`src/rtl/alu4_pkg.sv`:
```
package alu4_pkg;
  // Operation select codes, shared by both units
  typedef enum logic [1:0] {
    SEL_00 = 2'b00,  // arith: A+B(+c)   logic: XOR
    SEL_01 = 2'b01,  // arith: A+~B(+c)  logic: AND
    SEL_10 = 2'b10,  // arith: A(+c)     logic: OR
    SEL_11 = 2'b11   // arith: ~0+B(+c)  logic: NOT A
  } sel_e;

  typedef struct packed {
    logic       mode_logic;
    logic [1:0] sel;
    logic       cin;
  } ctl_t;
endpackage

```
`src/rtl/alu4_opcond.sv`:
```
module alu4_opcond #(
  parameter int W = 4
) (
  input  logic [W-1:0] a,
  input  logic [W-1:0] b,
  input  logic [1:0]   sel,
  output logic [W-1:0] x,
  output logic [W-1:0] y
);
  import alu4_pkg::*;

  always_comb begin
    x = a;
    y = b;
    case (sel_e'(sel))
      SEL_00: y = b;
      SEL_01: y = ~b;
      SEL_10: y = '0;
      SEL_11: begin
        x = '1;
        y = b;
      end
      default: y = b;
    endcase
  end
endmodule

```
`src/rtl/alu4_cla.sv`:
```
module alu4_cla #(
  parameter int W = 4
) (
  input  logic [W-1:0] x,
  input  logic [W-1:0] y,
  input  logic         cin,
  output logic [W-1:0] sum,
  output logic         cout
);
  logic [W-1:0] prop;
  logic [W-1:0] gen;
  logic [W:0]   carry;

  genvar k;
  generate
    for (k = 0; k < W; k++) begin : g_pg
      assign prop[k] = x[k] ^ y[k];
      assign gen[k]  = x[k] & y[k];
    end
  endgenerate

  // Flat lookahead: each carry is a sum of products over generate/propagate
  always_comb begin
    logic acc;
    logic chain;
    carry[0] = cin;
    for (int i = 0; i < W; i++) begin
      acc   = gen[i];
      chain = prop[i];
      for (int j = i - 1; j >= 0; j--) begin
        acc   = acc | (chain & gen[j]);
        chain = chain & prop[j];
      end
      carry[i+1] = acc | (chain & cin);
    end
  end

  assign sum  = prop ^ carry[W-1:0];
  assign cout = carry[W];
endmodule

```
`src/rtl/alu4_logic.sv`:
```
module alu4_logic #(
  parameter int W = 4
) (
  input  logic [W-1:0] a,
  input  logic [W-1:0] b,
  input  logic [1:0]   sel,
  output logic [W-1:0] f
);
  import alu4_pkg::*;

  always_comb begin
    case (sel_e'(sel))
      SEL_00:  f = a ^ b;
      SEL_01:  f = a & b;
      SEL_10:  f = a | b;
      SEL_11:  f = ~a;
      default: f = ~a;
    endcase
  end
endmodule

```
`src/rtl/alu4_reg.sv`:
```
module alu4_reg #(
  parameter int W = 4
) (
  input  logic         clk,
  input  logic         rst,
  input  logic [W-1:0] op_a,
  input  logic [W-1:0] op_b,
  input  logic         carry_in,
  input  logic         mode_logic,
  input  logic [1:0]   sel,
  output logic [W-1:0] result,
  output logic         carry_out
);
  import alu4_pkg::*;

  logic [W-1:0] a_q;
  logic [W-1:0] b_q;
  ctl_t         ctl_q;

  // Input bank
  always_ff @(posedge clk) begin
    if (rst) begin
      a_q   <= '0;
      b_q   <= '0;
      ctl_q <= '0;
    end else begin
      a_q   <= op_a;
      b_q   <= op_b;
      ctl_q <= '{mode_logic: mode_logic, sel: sel, cin: carry_in};
    end
  end

  logic [W-1:0] x_c;
  logic [W-1:0] y_c;
  logic [W-1:0] arith_f;
  logic         arith_co;
  logic [W-1:0] logic_f;

  alu4_opcond #(.W(W)) u_cond (
    .a(a_q), .b(b_q), .sel(ctl_q.sel), .x(x_c), .y(y_c)
  );

  alu4_cla #(.W(W)) u_cla (
    .x(x_c), .y(y_c), .cin(ctl_q.cin), .sum(arith_f), .cout(arith_co)
  );

  alu4_logic #(.W(W)) u_lu (
    .a(a_q), .b(b_q), .sel(ctl_q.sel), .f(logic_f)
  );

  // Output bank
  always_ff @(posedge clk) begin
    if (rst) begin
      result    <= '0;
      carry_out <= 1'b0;
    end else if (ctl_q.mode_logic) begin
      result    <= logic_f;
      carry_out <= 1'b0;
    end else begin
      result    <= arith_f;
      carry_out <= arith_co;
    end
  end
endmodule

```
`config.mk`:
```
export PLATFORM = sky130hd
export DESIGN_NAME = alu4_reg
export DESIGN_NICKNAME = d
export VERILOG_FILES = /design/src/rtl/alu4_pkg.sv /design/src/rtl/alu4_opcond.sv /design/src/rtl/alu4_cla.sv /design/src/rtl/alu4_logic.sv /design/src/rtl/alu4_reg.sv
export SDC_FILE = /design/constraint.sdc
export NUM_CORES = 1
export LEC_CHECK = 0
export CAP_MARGIN = 5
export CORE_ASPECT_RATIO = 1.1
export CORE_MARGIN = 5
export CORE_UTILIZATION = 43
export DETAILED_ROUTE_END_ITERATION = 8
export PLACE_DENSITY_LB_ADDON = 0.12
export SLEW_MARGIN = 20
export SYNTH_ARGS = -nofsm -noshare
export SYNTH_HDL_FRONTEND = slang
export SYNTH_HIERARCHICAL = 1
export SYNTH_SLANG_ARGS = --single-unit
```
`constraint.sdc`:
```
create_clock -name clk -period 6.35 [get_ports clk]
set_input_delay 0.635 -clock clk [delete_from_list [all_inputs] [get_ports clk]]
set_output_delay 0.635 -clock clk [all_outputs]
set_load 0.05 [all_outputs]
```
==> summary.log, run 1 <==
qor: status.status completed
qor: setup_path.rrSetupSlack 3.91 ns
qor: drt.drtIter0Drc 8
qor: pwr.power_density 202 mW/mm2
qor: timing.report.final.slew_viol_count 0
qor: setup_path.critical_path.reg2reg.startpoint ctl_q[2]
qor: timing.setup_total_negative_slack 0 ns
qor: drt.wl_per_cell 11.0 um
qor: setup_path.timing.critical_path.max_delay_family adder cells
qor: placement.gpl.final_weighted_congestion 0.846
qor: yosys.synth_top_family_by_area adder cells
qor: drt.vias_after_detailed_routing 649
qor: setup_path.cp_data_arrival_time 2.61 ns
qor: min_path.worst_hold_startpoint ctl_q[3]
qor: clocking.cts.sinks 17
qor: yosys.synthMuxAreaShare 18.7%
qor: yosys.ys_ff_latch 17
qor: timing.fin_hold_ws 0.614 ns
qor: clocking.count_of_cells_resized_by_post_cts_repair 0
qor: clocking.clock_tree.buffer_depth 2
qor: floorplan.rows 18
qor: floorplan.die_outline_area 0.00344 mm2
qor: timing.final.setup_skew 0.00415 ns
qor: setup_path.path_common_cell sky130_fd_sc_hd__ha_1
qor: clocking.cts_tree built
qor: timing.maxSlewHeadroom 62.6%
qor: setup_path.worst_ep_required_time 6.51 ns
qor: global_routing.grt_antenna_before_repair 0
qor: yosys.syn_nets 122
qor: flow_run.maxCapViolCount 0
qor: clocking.cts_root_buf sky130_fd_sc_hd__clkbuf_4
qor: setup_path.max_stage_delay 0.47 ns
qor: clocking.insertion_delay 0.29 ns
qor: global_routing.grt_pass1_vias 635
qor: floorplan.floorplan.core_area 0.00225 mm2
qor: drt.antenna_violating_nets_post_route 0
qor: yosys.yosys_warnings 6
qor: floorplan.chipHeight 61.0 um
qor: timing.setup_viol_count_final 0
qor: drt.viasPerCell 4.54
qor: setup_path.critical-path-slowest-cell sky130_fd_sc_hd__dfxtp_1
qor: cells_and_area.final_nets 143
qor: global_routing.largest_net_degree_at_the_start_of_global_routing 18
qor: clocking.cts-buffers-inserted 3
qor: clocking.clkTransAtPathRegs 0.10 ns
qor: clocking.hold_buffers 0
qor: setup_path.critical_path.endpoint_type register
qor: floorplan.dieWidth 56.4 um
qor: placement.pre_cts_slack 3.92 ns
qor: pwr.static_leakage 0.000608 uW
qor: timing.timing.final.ws_setup 3.91 ns
qor: global_routing.grt_remaining_overflow 0
qor: timing.achievable-frequency 409 MHz
qor: min_path.hold-path-cell-count 1
qor: yosys.synth_cells 93
qor: min_path.min_path_type reg2reg
qor: setup_path.critical_path.max_fanout 6
qor: timing.hold_viol_final 0
qor: yosys.syn_area 0.00102 mm2
qor: setup_path.reg2reg_to result[3]
qor: clocking.cts.repair_timing.setup_buffer_count 0
qor: setup_path.path_buf_inv 1
qor: cells_and_area.final_common_cell sky130_fd_sc_hd__clkdlybuf4s50_1
qor: drt.detail_route.drc_violations 0
qor: timing.transition_time_at_the_pin_with_the_least_slew_margin 0.559 ns
qor: setup_path.worst_path_cell_chain inv_1 -> ha_1 -> nor2b_2 -> mux2_2 -> ha_1 -> a21o_1 -> a31o_1 -> xor2_1 -> mux2i_1 -> nor2_1
qor: pwr.peakVddDrop 0.137 mV
qor: cells_and_area.seqCellArea 340 um2
qor: cells_and_area.drive_gt1_share 11.5%
qor: yosys.synthXorXnorAreaFrac 2.58%
qor: setup_path.critPathKind reg2reg
qor: yosys.post_synth_and_or_nand_nor_area_fraction 14.0%
qor: drt.wl 1570 um
qor: cells_and_area.fillers 212
qor: placement.buffer_ports.inserted 18
qor: yosys.postSynthAreaPerCell 10.9 um2
qor: yosys.unique_cell_type_count_in_the_yosys_netlist 19
qor: cells_and_area.n_antenna_cell 0
qor: clocking.htree_levels 1
qor: timing.timing.final.crit_period 2.44 ns
qor: timing.rsz0062_at_grt no
qor: global_routing.grt_first_pass_wirelength 2590 um
qor: global_routing.globalRouteTotalUtil 9.95%
qor: floorplan.start_util 45.2%
qor: min_path.holdPathEnd carry_out
qor: setup_path.critPathLaunchType register
qor: cells_and_area.most_frequent_cells_in_the_layout sky130_fd_sc_hd__clkdlybuf4s50_1 (18), sky130_fd_sc_hd__dfxtp_1 (17), sky130_fd_sc_hd__inv_1 (17), sky130_fd_sc_hd__ha_1 (14), sky130_fd_sc_hd__nor2b_1 (7)
qor: timing.finalCritPeriodShare 38.5%
qor: yosys.synthAdderAreaFrac 19.2%
qor: cells_and_area.multiInputGateArea 591 um2
qor: setup_path.timing.reg2reg.worst_path_depth 10
qor: yosys.synth_sequential_area_ratio 33.5%
qor: cells_and_area.flow.area_growth_from_synthesis 21.8%
qor: yosys.synth-compound-area-share 3.57%
qor: drt.firstDrtPassIters 3
qor: floorplan.io_pins 19
qor: placement.dpl_wire_length 1300 um
==> worst register-to-register path, stage by stage (launching register included) <==
cell and delay [ns]:
sky130_fd_sc_hd__dfxtp_1 0.47, sky130_fd_sc_hd__inv_1 0.08, sky130_fd_sc_hd__ha_1 0.27, sky130_fd_sc_hd__nor2b_2 0.17, sky130_fd_sc_hd__mux2_2 0.29, sky130_fd_sc_hd__ha_1 0.29, sky130_fd_sc_hd__a21o_1 0.20, sky130_fd_sc_hd__a31o_1 0.24
sky130_fd_sc_hd__xor2_1 0.14, sky130_fd_sc_hd__mux2i_1 0.13, sky130_fd_sc_hd__nor2_1 0.06
==> logic make-up after synthesis <==
logic type               Yosys count
AND/OR/NAND/NOR                   22
buffers and inverters             19
flip-flops                        17
adder cells (fa/ha/maj)           15
multiplexers                      12
AO/OA/AOI/OAI                      5
XOR/XNOR                           3
==> metal layers <==
layer  track usage [%]  routed length [um]  vias up
li1                  -                   -      342
met3              1.89                  66        4
met1              11.2                 702      288
met4              5.08                  30        0
met5                 0                   0        -
met2              18.4                 772       15
==> how the worst max path moves through the flow <==
| stage | start | end | slack (ns) | cells past startpoint |
|---|---|---|---|---|
| floorplan | ctl_q[2] | carry_out | 4.11 | 9 |
| global placement | ctl_q[2] | carry_out | 3.94 | 9 |
| detailed placement | ctl_q[2] | result[3] | 3.92 | 10 |
| CTS | ctl_q[2] | result[3] | 3.91 | 10 |
| global route | ctl_q[2] | result[3] | 3.78 | 10 |
| finish | ctl_q[2] | result[3] | 3.91 | 10 |
==> synth_stat cells <==
cell type / number / area [um2]
sky130_fd_sc_hd__inv_1: 17 / 63.8
sky130_fd_sc_hd__xnor2_1: 2 / 17.5
sky130_fd_sc_hd__dfxtp_1: 17 / 340
sky130_fd_sc_hd__fa_1: 1 / 20.0
sky130_fd_sc_hd__ha_1: 14 / 175
sky130_fd_sc_hd__a21o_1: 3 / 22.5
sky130_fd_sc_hd__mux4_1: 4 / 105
sky130_fd_sc_hd__nor2b_2: 1 / 8.76
sky130_fd_sc_hd__buf_6: 2 / 22.5
sky130_fd_sc_hd__a31o_1: 1 / 8.76
sky130_fd_sc_hd__or2_2: 4 / 25.0
sky130_fd_sc_hd__and2b_1: 5 / 37.5
sky130_fd_sc_hd__nor2b_1: 7 / 43.8
sky130_fd_sc_hd__xor2_1: 1 / 8.76
sky130_fd_sc_hd__mux2_2: 4 / 45.0
sky130_fd_sc_hd__nor3b_2: 1 / 12.5
sky130_fd_sc_hd__nor2_1: 4 / 15.0
sky130_fd_sc_hd__mux2i_1: 4 / 40.0
sky130_fd_sc_hd__a21oi_1: 1 / 5.00
==> flip-flops by register name, summed over array words and instances (netlist names) <==
signal	flops
a_q	4
result	4
carry_out	1
ctl_q	4
b_q	4
==> per-stage QoR <==
stage	utilization, %	cell area [um2]	instances	total power [uW]
final	55.0	1240	143	250
after global routing	55.0	1240	143	262
after CTS	55.0	1240	143	254
after detailed placement	53.8	1210	139	196
after global placement	53.8	1210	139	194
after floorplan	-	1020	93	173
==> report_power, final <==
part / switching (uW) / total, uW / internal [uW] / leakage (uW)
logic: 35.2 / 72.4 / 37.2 / 0.000452
registers: 5.44 / 120 / 115 / 0.000141
clock network: 32.8 / 57.2 / 24.4 / 0.0000150
==> cell type report <==
cell class | instances | share of cell area, %
Multi-Input combinational cell | 57 | 47.7
Sequential cell | 17 | 27.5
Timing Repair Buffer | 18 | 14.5
Inverter | 17 | 5.15
Tap cell | 30 | 3.03
Clock buffer | 4 | 2.12
(Power assumes the default switching activity.)
==> run 2, diff against run 1 <==
Clock period 6.35 ns to 2.4 ns, I/O delays scaled along.
==> run 2 against run 1 <==
  * Global-route usage increased by 0.75 points
  * Count of clock-buffer cells in the layout unchanged
  * Utilization is 1.0 points higher
  * Register-to-register slack lost 3.8 ns
  * Clock power rose to 2.7 times the previous value
  * Largest cell class unchanged
  * Highest routed layer unchanged
==> summary.log, run 2 (synthesis gave the netlist of run 1 again) <==
qor: clocking.hold_buffers 0
qor: cells_and_area.drive_gt1_share 13.8%
qor: setup_path.max_stage_delay 0.34 ns
qor: timing.timing.final.crit_period 2.26 ns
qor: clocking.cts_tree built
qor: min_path.min_path_type in2reg
qor: setup_path.critical_path.endpoint_type register
qor: timing.achievable-frequency 442 MHz
qor: clocking.htree_levels 1
qor: global_routing.grt_antenna_before_repair 0
qor: pwr.static_leakage 0.000623 uW
qor: timing.final.setup_skew 0.00601 ns
qor: setup_path.path_buf_inv 1
qor: timing.hold_viol_final 0
qor: drt.wl_per_cell 10.8 um
qor: cells_and_area.multiInputGateArea 591 um2
qor: pwr.peakVddDrop 0.308 mV
qor: setup_path.worst_ep_required_time 2.57 ns
qor: global_routing.met1_usage 12.0%
qor: drt.antenna_violating_nets_post_route 0
qor: floorplan.start_util 45.2%
qor: clocking.insertion_delay 0.28 ns
qor: clocking.cts-buffers-inserted 3
qor: clocking.clkTransAtPathRegs 0.10 ns
qor: cells_and_area.n_antenna_cell 0
qor: cells_and_area.fillers 210
qor: cells_and_area.final_nets 146
qor: timing.setup_viol_count_final 0
qor: setup_path.critPathKind reg2reg
qor: drt.firstDrtPassIters 4
qor: global_routing.grt_remaining_overflow 0
qor: floorplan.die_outline_area 0.00344 mm2
qor: setup_path.critical_path.max_fanout 4
qor: setup_path.critical-path-slowest-cell sky130_fd_sc_hd__dfxtp_1
qor: global_routing.gr-max-usage-layer met2
qor: setup_path.rrSetupSlack 0.14 ns
qor: drt.wl 1570 um
qor: floorplan.chipHeight 61.0 um
qor: floorplan.floorplan.core_area 0.00225 mm2
qor: clocking.clock_tree.buffer_depth 2
qor: setup_path.critPathLaunchType register
qor: timing.rsz0062_at_grt no
qor: placement.buffer_ports.inserted 18
qor: global_routing.largest_net_degree_at_the_start_of_global_routing 18
qor: drt.viasPerCell 4.59
qor: drt.drtIter0Drc 9
qor: setup_path.worst_path_cell_chain inv_1 -> ha_1 -> nor2b_2 -> mux2_2 -> ha_1 -> a21o_1 -> a31o_1 -> a21o_1 -> nor3b_2
qor: floorplan.io_pins 19
qor: status.status completed
qor: cells_and_area.flow.area_growth_from_synthesis 24.0%
qor: global_routing.grt_first_pass_wirelength 2770 um
qor: global_routing.globalRouteTotalUtil 10.7%
qor: cells_and_area.post-route-cell-area 0.00126 mm2
qor: flow_run.maxCapViolCount 0
qor: global_routing.grt.met2_usage 19.4%
qor: placement.dpl_wire_length 1310 um
qor: timing.fin_hold_ws 0.494 ns
qor: clocking.count_of_cells_resized_by_post_cts_repair 0
qor: cells_and_area.most_frequent_cells_in_the_layout sky130_fd_sc_hd__clkdlybuf4s50_1 (18), sky130_fd_sc_hd__dfxtp_1 (17), sky130_fd_sc_hd__inv_1 (17), sky130_fd_sc_hd__ha_1 (14), sky130_fd_sc_hd__nor2b_1 (7)
qor: global_routing.global_route.usage.met3 2.73%
qor: timing.finalCritPeriodShare 94.3%
qor: setup_path.cp_data_arrival_time 2.43 ns
qor: placement.gpl.final_weighted_congestion 0.837
qor: cells_and_area.final_common_cell sky130_fd_sc_hd__clkdlybuf4s50_1
qor: floorplan.rows 18
qor: clocking.cts.sinks 17
qor: drt.detail_route.drc_violations 0
qor: timing.report.final.slew_viol_count 0
qor: floorplan.dieWidth 56.4 um
qor: clocking.cts_root_buf sky130_fd_sc_hd__clkbuf_4
qor: drt.vias_after_detailed_routing 670
qor: timing.maxSlewHeadroom 62.9%
qor: clocking.cts.repair_timing.setup_buffer_count 0
qor: timing.transition_time_at_the_pin_with_the_least_slew_margin 0.554 ns
qor: timing.setup_total_negative_slack 0 ns
qor: pwr.power_density 529 mW/mm2
qor: placement.postPlaceCellArea 0.00123 mm2
qor: cells_and_area.seqCellArea 340 um2
qor: global_routing.grt_pass1_vias 634
qor: setup_path.timing.critical_path.max_delay_family compound AO/OA/AOI/OAI gates
[run 2: cell count changes in the layout (fill, tap and decap cells not counted)]
cell,delta
sky130_fd_sc_hd__buf_4,+3
[run 2: cell type report]
class                   instances  area share, %
flip-flops and latches         17           27.0
clock buffers                   4           2.08
repair buffers                 21           16.1
multi-input cells              57           46.8
well taps                      30           2.98
inverters                      17           5.06
[run 2: worst reg2reg max path: cells and delay by family, from the launching register on]
kind | cells | cell delay [ns]
AOI/OAI and AO/OA | 3 | 0.61
buffers and inverters | 1 | 0.05
and+or+nand+nor | 2 | 0.31
adders and majority gates | 2 | 0.56
muxes | 1 | 0.28
DFF | 1 | 0.34
[run 2: worst paths after layout]
check / startpoint / end / cells after the start
max reg2reg: ctl_q[2] / carry_out / 9
min: sel[0] / ctl_q[1] / 2
max: ctl_q[2] / carry_out / 9
min reg2reg: ctl_q[3] / carry_out / 1
[run 2: report_power, final]
group	total [uW]	internal, uW	switching, uW
registers	315	304	11.5
clock network	153	64.4	88.3
logic	200	103	96.3
[run 2: stage by stage]
stage          power, uW  worst slack, ns  utilization [%]  instances
2_1_floorplan        459            0.156                -         93
6_report             667            0.137             56.0        146
4_1_cts              681            0.128             56.0        146
5_1_grt              716           0.0113             56.0        146
3_5_place_dp         523            0.158             54.8        142
3_3_place_gp         520            0.194             54.8        142
[run 2: per-layer routing]
metal  vias to the layer above  wire length (um)
li1                        347                 -
met1                       308               688
met2                        13               791
met3                         2                73
met4                         0                19
met5                         -                 0
==> run 3, diff against run 2 <==
Settings changed: CAP_MARGIN 5 to default.
==> results of run 3 <==
Same layout as run 2: the final DEF is identical, and so are final timing and power.
